--- config.mk ---
export PLATFORM = sky130hd
export DESIGN_NAME = synth_pwr_seq
export DESIGN_NICKNAME = d
export VERILOG_FILES = /design/src/rtl/pwr_seq_pkg.sv /design/src/rtl/pwr_ce_sync.sv /design/src/rtl/pwr_mode_dec.sv /design/src/rtl/pwr_settle_timer.sv /design/src/rtl/synth_pwr_seq.sv
export SDC_FILE = /design/constraint.sdc
export NUM_CORES = 1
export LEC_CHECK = 0
export CORE_AREA = 2 2 39 41
export CTS_CLUSTER_SIZE = 28
export DETAILED_ROUTE_END_ITERATION = 10
export DIE_AREA = 0 0 41 43
export GPL_ROUTABILITY_DRIVEN = 0
export MAX_ROUTING_LAYER = met4
export PLACE_DENSITY = 0.69
export RECOVER_POWER = 50
export SYNTH_ARGS = -nofsm -noshare
export SYNTH_HDL_FRONTEND = slang
export SYNTH_HIERARCHICAL = 1
export SYNTH_SLANG_ARGS = --single-unit
export TNS_END_PERCENT = 1
--- constraint.sdc ---
create_clock -name clk -period 1.5 [get_ports clk]
set_input_delay 0.225 -clock clk [delete_from_list [all_inputs] [get_ports clk]]
set_output_delay 0.225 -clock clk [all_outputs]
set_load 0.02 [all_outputs]
--- src/rtl/pwr_seq_pkg.sv ---
package pwr_seq_pkg;

  typedef enum logic [1:0] {
    MODE_NORMAL   = 2'd0,
    MODE_SYNC_PD  = 2'd1,
    MODE_ASYNC_PD = 2'd2
  } mode_t;

  typedef enum logic [1:0] {
    ST_OFF    = 2'd0,
    ST_SETTLE = 2'd1,
    ST_RUN    = 2'd2,
    ST_PEND   = 2'd3
  } state_t;

  // Settling cycles = ceil(ns * kHz / 1e6), never below one.
  function automatic int settle_cycles(input int ns, input int khz);
    longint prod;
    int cyc;
    prod = longint'(ns) * longint'(khz);
    cyc  = int'((prod + 64'd999999) / 64'd1000000);
    return (cyc < 1) ? 1 : cyc;
  endfunction

endpackage

--- src/rtl/pwr_ce_sync.sv ---
module pwr_ce_sync (
  input  logic clk,
  input  logic rst_n,
  input  logic async_in,
  output logic sync_out
);
  logic [1:0] stage_q;

  always_ff @(posedge clk or negedge rst_n) begin
    if (!rst_n) stage_q <= 2'b00;
    else        stage_q <= {stage_q[0], async_in};
  end

  assign sync_out = stage_q[1];
endmodule

--- src/rtl/pwr_mode_dec.sv ---
module pwr_mode_dec
  import pwr_seq_pkg::*;
(
  input  logic  ce_ok,
  input  logic  pd_req,
  input  logic  pd_now,
  output mode_t mode
);
  always_comb begin
    if (!ce_ok)       mode = MODE_ASYNC_PD;
    else if (!pd_req) mode = MODE_NORMAL;
    else if (!pd_now) mode = MODE_SYNC_PD;
    else              mode = MODE_ASYNC_PD;
  end
endmodule

--- src/rtl/pwr_settle_timer.sv ---
module pwr_settle_timer #(
  parameter int CYCLES = 30
) (
  input  logic clk,
  input  logic rst_n,
  input  logic load,
  input  logic count,
  output logic done
);
  localparam int W = (CYCLES > 1) ? $clog2(CYCLES) : 1;
  localparam logic [W-1:0] START = W'(CYCLES - 1);

  logic [W-1:0] cnt_q;

  always_ff @(posedge clk or negedge rst_n) begin
    if (!rst_n)                 cnt_q <= '0;
    else if (load)              cnt_q <= START;
    else if (count && !done)    cnt_q <= cnt_q - 1'b1;
  end

  assign done = (cnt_q == '0);
endmodule

--- src/rtl/synth_pwr_seq.sv ---
module synth_pwr_seq
  import pwr_seq_pkg::*;
#(
  parameter int CLK_KHZ   = 20000,
  parameter int SETTLE_NS = 1500
) (
  input  logic clk,
  input  logic rst_n,
  input  logic chip_en,
  input  logic pd_req,
  input  logic pd_now,
  input  logic pulse_done,
  output logic osc_buf_en,
  output logic presc_en,
  output logic pfd_en,
  output logic cp_en,
  output logic div_hold,
  output logic pin_hiz
);
  localparam int SETTLE_CYC = settle_cycles(SETTLE_NS, CLK_KHZ);

  logic   ce_sync;
  mode_t  mode_req;
  state_t state_q, state_d;
  logic   settle_load, settle_done, active;

  pwr_ce_sync u_sync (
    .clk      (clk),
    .rst_n    (rst_n),
    .async_in (chip_en),
    .sync_out (ce_sync)
  );

  pwr_mode_dec u_dec (
    .ce_ok  (ce_sync),
    .pd_req (pd_req),
    .pd_now (pd_now),
    .mode   (mode_req)
  );

  assign settle_load = (state_q == ST_OFF) && (mode_req == MODE_NORMAL);

  pwr_settle_timer #(.CYCLES(SETTLE_CYC)) u_timer (
    .clk   (clk),
    .rst_n (rst_n),
    .load  (settle_load),
    .count (state_q == ST_SETTLE),
    .done  (settle_done)
  );

  always_comb begin
    state_d = state_q;
    unique case (state_q)
      ST_OFF:    if (mode_req == MODE_NORMAL) state_d = ST_SETTLE;
      ST_SETTLE: begin
        if (mode_req != MODE_NORMAL) state_d = ST_OFF;
        else if (settle_done)        state_d = ST_RUN;
      end
      ST_RUN: begin
        if (mode_req == MODE_ASYNC_PD)     state_d = ST_OFF;
        else if (mode_req == MODE_SYNC_PD) state_d = ST_PEND;
      end
      ST_PEND: begin
        if (mode_req == MODE_ASYNC_PD)    state_d = ST_OFF;
        else if (mode_req == MODE_NORMAL) state_d = ST_RUN;
        else if (pulse_done)              state_d = ST_OFF;
      end
      default: state_d = ST_OFF;
    endcase
  end

  always_ff @(posedge clk or negedge rst_n) begin
    if (!rst_n) state_q <= ST_OFF;
    else        state_q <= state_d;
  end

  // Raw chip_en gates the outputs so a low pin acts without a clock.
  assign active     = chip_en && (state_q != ST_OFF);
  assign osc_buf_en = active;
  assign presc_en   = active;
  assign pfd_en     = active;
  assign cp_en      = active;
  assign pin_hiz    = !active;
  assign div_hold   = !active || (state_q == ST_SETTLE);
endmodule

Word-level counts from Yosys, hierarchy flattened
Index checks and enable logic that the tools add are counted.
{ "totals": {"word_cells": 40, "inputBits": 6, "out_inout_bits": 6, "ff_bits": 9} }
{ "op_classes": {"n_eq_ne": 9, "add_sub_neg": 1, "n_reduce_logical": 13, "mux": 14} }
{ "ops": {"columns": ["cell", "n"], "rows": [
  ["$mux W2", 11],
  ["$mux W5", 2],
  ["$pmux W2 S4", 1],
  ["$eq A2 B2 Y1 const B", 3],
  ["$ne A3 B3 Y1 const B", 2],
  ["$reduce_bool A2 Y1", 3],
  ["$logic_not A5 Y1", 1],
  ["$sub A5 B1 Y5 const B", 1],
  ["$eq A2 B1 Y1 const B", 2],
  ["$logic_not A2 Y1", 2],
  ["$ne A4 B4 Y1 const B", 1],
  ["$reduce_and A4 Y1", 1],
  ["$logic_and A1 B1 Y1", 3],
  ["$logic_not A1 Y1", 2],
  ["$ne A2 B1 Y1 const B", 1],
  ["$logic_or A1 B1 Y1", 1]
]} }

Depth between registers and ports, before layout
{ "logic_depth": {"depth_word": 7, "mapped_depth": 6, "mapped_depth_nobuf": 6} }

By module
The synthesis kept the hierarchy.
{ "by_module_without_submodules": {"columns": ["module", "area_each_um2", "cells_per_inst", "instances", "seq_area_each_um2"], "rows": [
  ["pwr_settle_timer", 250.2, 24, 1, 125.1],
  ["synth_pwr_seq", 217.7, 27, 1, 50.0],
  ["pwr_ce_sync", 50.0, 2, 1, 50.0],
  ["pwr_mode_dec", 18.8, 2, 1, 0.0]
]} }

Least setup slack after synthesis
OpenSTA, ideal clock, no wires.
{ "synth_timing": {"kind": "reg2out", "from": "register state_q[1]", "to": "output osc_buf_en", "path_stages_with_launch": 5, "path_slack_ps": -295, "t_required_ps": 1275, "arrival_time_ps": 1570, "n_path_buf": 2, "path_cell_list": "dfrtp_1 buf_2 o21ai_0 inv_1 buf_4"} }
{ "synth_via": {"elab_chain_len": 2} }
{ "synth_rtl": {"columns": ["item", "line_no", "rtl"], "rows": [
  ["from (decl)", "synth_pwr_seq.sv:24", "state_t state_q, state_d;"],
  ["from (signal assigned)", "synth_pwr_seq.sv:74", "else state_q <= state_d;"],
  ["$reduce_bool A2 Y1", "synth_pwr_seq.sv:78", "assign active = chip_en && (state_q != ST_OFF);"],
  ["$logic_and A1 B1 Y1", "synth_pwr_seq.sv:78", null],
  ["to (decl)", "synth_pwr_seq.sv:13", "output logic osc_buf_en,"]
]} }
No other way between the ends.

Worst setup path after layout
{ "layout_timing": {"from": "register u_sync.stage_q[1]", "to": "register state_q[0]"} }
{ "layout_via": {"elab_chain_len": 5} }
{ "layout_rtl": {"columns": ["item", "line_no", "rtl"], "rows": [
  ["from (decl)", "pwr_ce_sync.sv:7", "logic [1:0] stage_q;"],
  ["from (signal assigned)", "pwr_ce_sync.sv:11", "else stage_q <= {stage_q[0], async_in};"],
  ["$mux W2 (*)", "pwr_mode_dec.sv:10", "if (!ce_ok) mode = MODE_ASYNC_PD;"],
  ["named net mode_req[1]", "synth_pwr_seq.sv:23", "mode_t mode_req;"],
  ["$logic_not A2 Y1", "synth_pwr_seq.sv:54, synth_pwr_seq.sv:65", null],
  ["$mux W2", "synth_pwr_seq.sv:65", "else if (mode_req == MODE_NORMAL) state_d = ST_RUN;"],
  ["$mux W2", "synth_pwr_seq.sv:64", "if (mode_req == MODE_ASYNC_PD) state_d = ST_OFF;"],
  ["$pmux W2 S4", "synth_pwr_seq.sv:53", "unique case (state_q)"]
]} }
The timed path passes the listed nets; every way through them passes the cells marked *.
A chain may end at the register's enable or synchronous reset.

==> report_table.html <==
<table>
<tr><th>Metric</th><th>Value</th></tr>
<tr><th colspan="2">Status</th></tr>
<tr><td>Run status</td><td>finished with violations</td></tr>
<tr><td>Violations in the final reports</td><td>negative setup slack</td></tr>
<tr><th colspan="2">Worst setup path</th></tr>
<tr><td>Crit path max-delay cell type</td><td>or4b_4</td></tr>
<tr><td>Crit Path Class</td><td>reg -&gt; reg</td></tr>
<tr><td>Reg2Reg Depth</td><td>6</td></tr>
<tr><td>Biggest fanout along the worst timing path</td><td>2</td></tr>
<tr><td>Worst Setup End Kind</td><td>flop</td></tr>
<tr><td>Reg2Reg Capture Point</td><td>state_q[0]</td></tr>
<tr><td>R2r startpoint</td><td>u_sync/stage_q[1]</td></tr>
<tr><td>Setup slack, reg-to-reg</td><td>-140 ps</td></tr>
<tr><td>Startpoint kind of the worst setup timing path</td><td>flop</td></tr>
<tr><td>Crit path required time</td><td>1670 ps</td></tr>
<tr><td>Data arrival time of the critical path</td><td>1810 ps</td></tr>
<tr><td>List of cells traversed by the critical path</td><td>a21bo_1 -&gt; inv_2 -&gt; ha_4 -&gt; nand2b_4 -&gt; or4b_4 -&gt; o221ai_2</td></tr>
<tr><td>Buffering stage count on the worst path with inverters included</td><td>1</td></tr>
<tr><td>Family with the most delay on the worst path</td><td>simple AND/OR/NAND/NOR gates</td></tr>
<tr><td>Delay contributed by the slowest stage of the critical path</td><td>520 ps</td></tr>
<tr><th colspan="2">GRT</th></tr>
<tr><td>Number of global-route vias before repair</td><td>450</td></tr>
<tr><td>Routing layer with the top usage in global route</td><td>met2</td></tr>
<tr><td>Number of antenna violations at the first check in global routing</td><td>0</td></tr>
<tr><td>GR Util met2</td><td>0.2406</td></tr>
<tr><td>Total gr overflow</td><td>0</td></tr>
<tr><td>Wire length of the first global-routing pass</td><td>1835 um</td></tr>
<tr><td>Global-route track usage on met3</td><td>0.07853</td></tr>
<tr><td>Largest net degree at the start of global routing</td><td>10</td></tr>
<tr><td>Met1 GRT Util</td><td>0.1800</td></tr>
<tr><td>GRT Resource Usage Total</td><td>0.1644</td></tr>
<tr><th colspan="2">Finish</th></tr>
<tr><td>Area of the multi-input gates</td><td>309.0 um2</td></tr>
<tr><td>Sequential cell area</td><td>226.5 um2</td></tr>
<tr><td>Number of filler instances in the final layout</td><td>123</td></tr>
<tr><td>Count of nets after finishing</td><td>91</td></tr>
<tr><td>Synth-to-Final Area Change</td><td>51.98%</td></tr>
<tr><td>Layout cell share with drive strength beyond 1</td><td>0.4500</td></tr>
<tr><td>ANT cells</td><td>0</td></tr>
<tr><th colspan="2">Routing</th></tr>
<tr><td>TritonRoute pass-1 iters</td><td>4</td></tr>
<tr><td>Remaining design rule violation count</td><td>0</td></tr>
<tr><td>Average via count per standard cell</td><td>5.031</td></tr>
<tr><td>Total vias in the final route</td><td>483</td></tr>
<tr><td>Total length of routed wires</td><td>1223 um</td></tr>
<tr><td>Number of DRC violations after detailed-routing iteration 0</td><td>3</td></tr>
<tr><td>Remaining number of nets flagged by the antenna check after routing</td><td>0</td></tr>
<tr><td>Per-cell routed wire length</td><td>12.74 um</td></tr>
<tr><th colspan="2">Min path</th></tr>
<tr><td>Hold crit path type</td><td>in -&gt; async</td></tr>
<tr><th colspan="2">Flow run</th></tr>
<tr><td>Number of maximum-capacitance constraint violations</td><td>0</td></tr>
<tr><th colspan="2">CTS</th></tr>
<tr><td>Clk Tree Root Cell</td><td>clkbuf_4</td></tr>
<tr><td>Clock-pin slew reported for the worst setup and hold paths after clock tree synthesis</td><td>60 ps</td></tr>
<tr><td>TritonCTS sink count</td><td>9</td></tr>
<tr><td>Number of buffers on the longest clock path</td><td>2</td></tr>
<tr><td>CTS tree</td><td>built</td></tr>
<tr><td>Number of hold-repair buffers added at the cts stage</td><td>0</td></tr>
<tr><td>Worst-skew pair later-pin latency</td><td>260 ps</td></tr>
<tr><td>Maximum level of the CTS H-tree</td><td>1</td></tr>
<tr><td>Number of buffers inserted during clock tree synthesis</td><td>3</td></tr>
<tr><th colspan="2">Yosys</th></tr>
<tr><td>Post-synthesis cell count</td><td>55</td></tr>
<tr><td>Net count of the mapped netlist</td><td>65</td></tr>
<tr><td>Number of different library cells in the post-synthesis netlist</td><td>25</td></tr>
<tr><td>Yosys Warn Count</td><td>6</td></tr>
<tr><td>EDFF count, synth</td><td>0</td></tr>
<tr><td>Cell Area, Synth</td><td>536.8 um2</td></tr>
<tr><td>Proportion of synthesized flip-flops having asynchronous set or reset</td><td>1.000</td></tr>
<tr><td>Main flop type after synthesis</td><td>dfrtp_1</td></tr>
<tr><td>Synthesized flop and latch total</td><td>9</td></tr>
<tr><td>Per-instance average area after synthesis</td><td>9.759 um2</td></tr>
<tr><td>Share of synthesized area occupied by flip-flops and latches</td><td>0.4196</td></tr>
<tr><th colspan="2">Timing</th></tr>
<tr><td>Final hold violations</td><td>0</td></tr>
<tr><td>Final Worst Setup Slack</td><td>-139.6 ps</td></tr>
<tr><td>Clock tree skew after final layout</td><td>3.588 ps</td></tr>
<tr><td>Slew Limit Fails</td><td>0</td></tr>
<tr><td>Total Neg Setup Slack</td><td>-506.6 ps</td></tr>
<tr><td>RSZ-0062 raised after global routing</td><td>true</td></tr>
<tr><td>Worst slew slack as a fraction of its limit</td><td>0.7337</td></tr>
<tr><td>Minimum clock period after layout</td><td>1640 ps</td></tr>
<tr><td>Max Clock Freq</td><td>609.9 MHz</td></tr>
<tr><td>Final period utilization</td><td>1.093</td></tr>
<tr><td>Worst Max-Slew Pin Slew</td><td>398.1 ps</td></tr>
<tr><td>Final setup violating endpoints</td><td>5</td></tr>
<tr><th colspan="2">Die</th></tr>
<tr><td>Starting Density</td><td>0.3879</td></tr>
<tr><td>Number of placement rows</td><td>14</td></tr>
<tr><td>Area of the core</td><td>1384 um2</td></tr>
<tr><td>Die Footprint</td><td>1763 um2</td></tr>
<tr><td>Chip height</td><td>43 um</td></tr>
<tr><td>Width of the die</td><td>41 um</td></tr>
<tr><td>Top-level I/O count</td><td>12</td></tr>
<tr><th colspan="2">Placed design</th></tr>
<tr><td>HPWL after detailed placement</td><td>893.4 um</td></tr>
<tr><td>Placement Setup Slack</td><td>-465.0 ps</td></tr>
<tr><td>Count of input and output buffers</td><td>11</td></tr>
<tr><th colspan="2">Power</th></tr>
<tr><td>Worst vdd ir</td><td>0.6491 mV</td></tr>
<tr><td>Static leakage power</td><td>0.3984 nW</td></tr>
<tr><td>Ratio of total power to cell area</td><td>1024 nW/um2</td></tr>
<tr><td>Post-layout total power</td><td>0.8351 mW</td></tr>
</table>
==> layout by cell type, fill, tap and decap left out, drive strengths merged <==
cell / count
nand2b: 2
and3b: 1
a31oi: 1
or4b: 3
a21bo: 1
nor3: 1
dfrtp: 9
a21o: 1
clkdlybuf4s15: 1
o21ai: 2
nand3: 2
o221ai: 1
buf: 14
a211o: 1
ha: 4
dlymetal6s2s: 2
clkinv: 1
inv: 7
dlygate4sd2: 1
a22oi: 1
nor2b: 2
a311oi: 1
nor3b: 1
dlygate4sd3: 1
o31ai: 2
a21oi: 3
nand2: 4
clkbuf: 8
clkdlybuf4s50: 2
==> logic make-up (layout without fill, tap and decap cells) <==
family                     Yosys count  after routing  synth area share
AOI/OAI and AO/OA                   14             14            0.1818
adders and majority gates            4              4           0.09324
DFF                                  9              9            0.4196
buffers and inverters               12             37            0.1095
and+or+nand+nor                     16             16            0.1958
==> synthesized netlist by cell type (all sizes together) (2+ instances only) <==
| master | n | share of area |
|---|---|---|
| ha | 4 | 0.093 |
| o21ai | 2 | 0.019 |
| a21oi | 3 | 0.028 |
| nor2b | 2 | 0.023 |
| nand2 | 4 | 0.028 |
| nand2b | 2 | 0.023 |
| inv | 7 | 0.049 |
| nand3 | 2 | 0.019 |
| or4b | 3 | 0.063 |
| o31ai | 2 | 0.028 |
| buf | 4 | 0.051 |
| dfrtp | 9 | 0.42 |
==> power by group <==
| group | total, mW | internal, mW | switching, mW |
|---|---|---|---|
| combinational | 0.324 | 0.173 | 0.151 |
| clock | 0.183 | 0.102 | 0.0807 |
| sequential | 0.328 | 0.297 | 0.0313 |
==> per-layer routing <==
layer  wire, um  part of all wire
met5          0                 0
met4         14             0.011
met3         38             0.031
met2        656              0.54
met1        514              0.42
==> how the worst max path moves through the flow <==
stage | start | end | slack [ps] | cells after the start
2_1_floorplan | u_timer/cnt_q[0] | u_timer/cnt_q[3] | -50 | 6
6_report | u_sync/stage_q[1] | state_q[0] | -140 | 6
3_5_place_dp | pd_now | state_q[0] | -460 | 7
4_1_cts | pd_req | state_q[0] | -190 | 7
3_3_place_gp | pd_req | state_q[0] | -440 | 7
5_1_grt | u_sync/stage_q[1] | state_q[0] | -170 | 6
==> what timing repair did <==
item	in CTS	in global routing
endpoints found under the hold margin	0	0
setup buffers	0	1
gates resized for setup	11	18
pin swaps	0	3
setup endpoints to repair	13	12
==> worst reg2reg max path, stage by stage (launching register included) <==
cell and delay (ps):
dfrtp_1 370, a21bo_1 220, inv_2 60, ha_4 150, nand2b_4 140, or4b_4 520
o221ai_2 80
==> flip-flops by register name, indices dropped and copies added (netlist names) <==
register        flops
state_q             2
u_sync/stage_q      2
u_timer/cnt_q       5
==> final cells by class <==
| class | instances | share of cell area |
|---|---|---|
| multi-input cells | 34 | 0.3788 |
| flip-flops and latches | 9 | 0.2776 |
| repair buffers | 25 | 0.2439 |
| inverters | 8 | 0.04294 |
| clock buffers | 4 | 0.03221 |
| well taps | 16 | 0.02454 |
==> stage by stage <==
step	utilization	hold WS, ps	area, um2	instances
floorplan	-	-70.59	551.8	55
global placement	0.5434	339.4	752.0	91
detailed placement	0.5434	342.5	752.0	91
CTS	0.5642	256.9	780.7	95
global route	0.5895	343.8	815.8	96
finish	0.5895	323.6	815.8	96
Note: power is estimated with default switching activity, not from simulation.
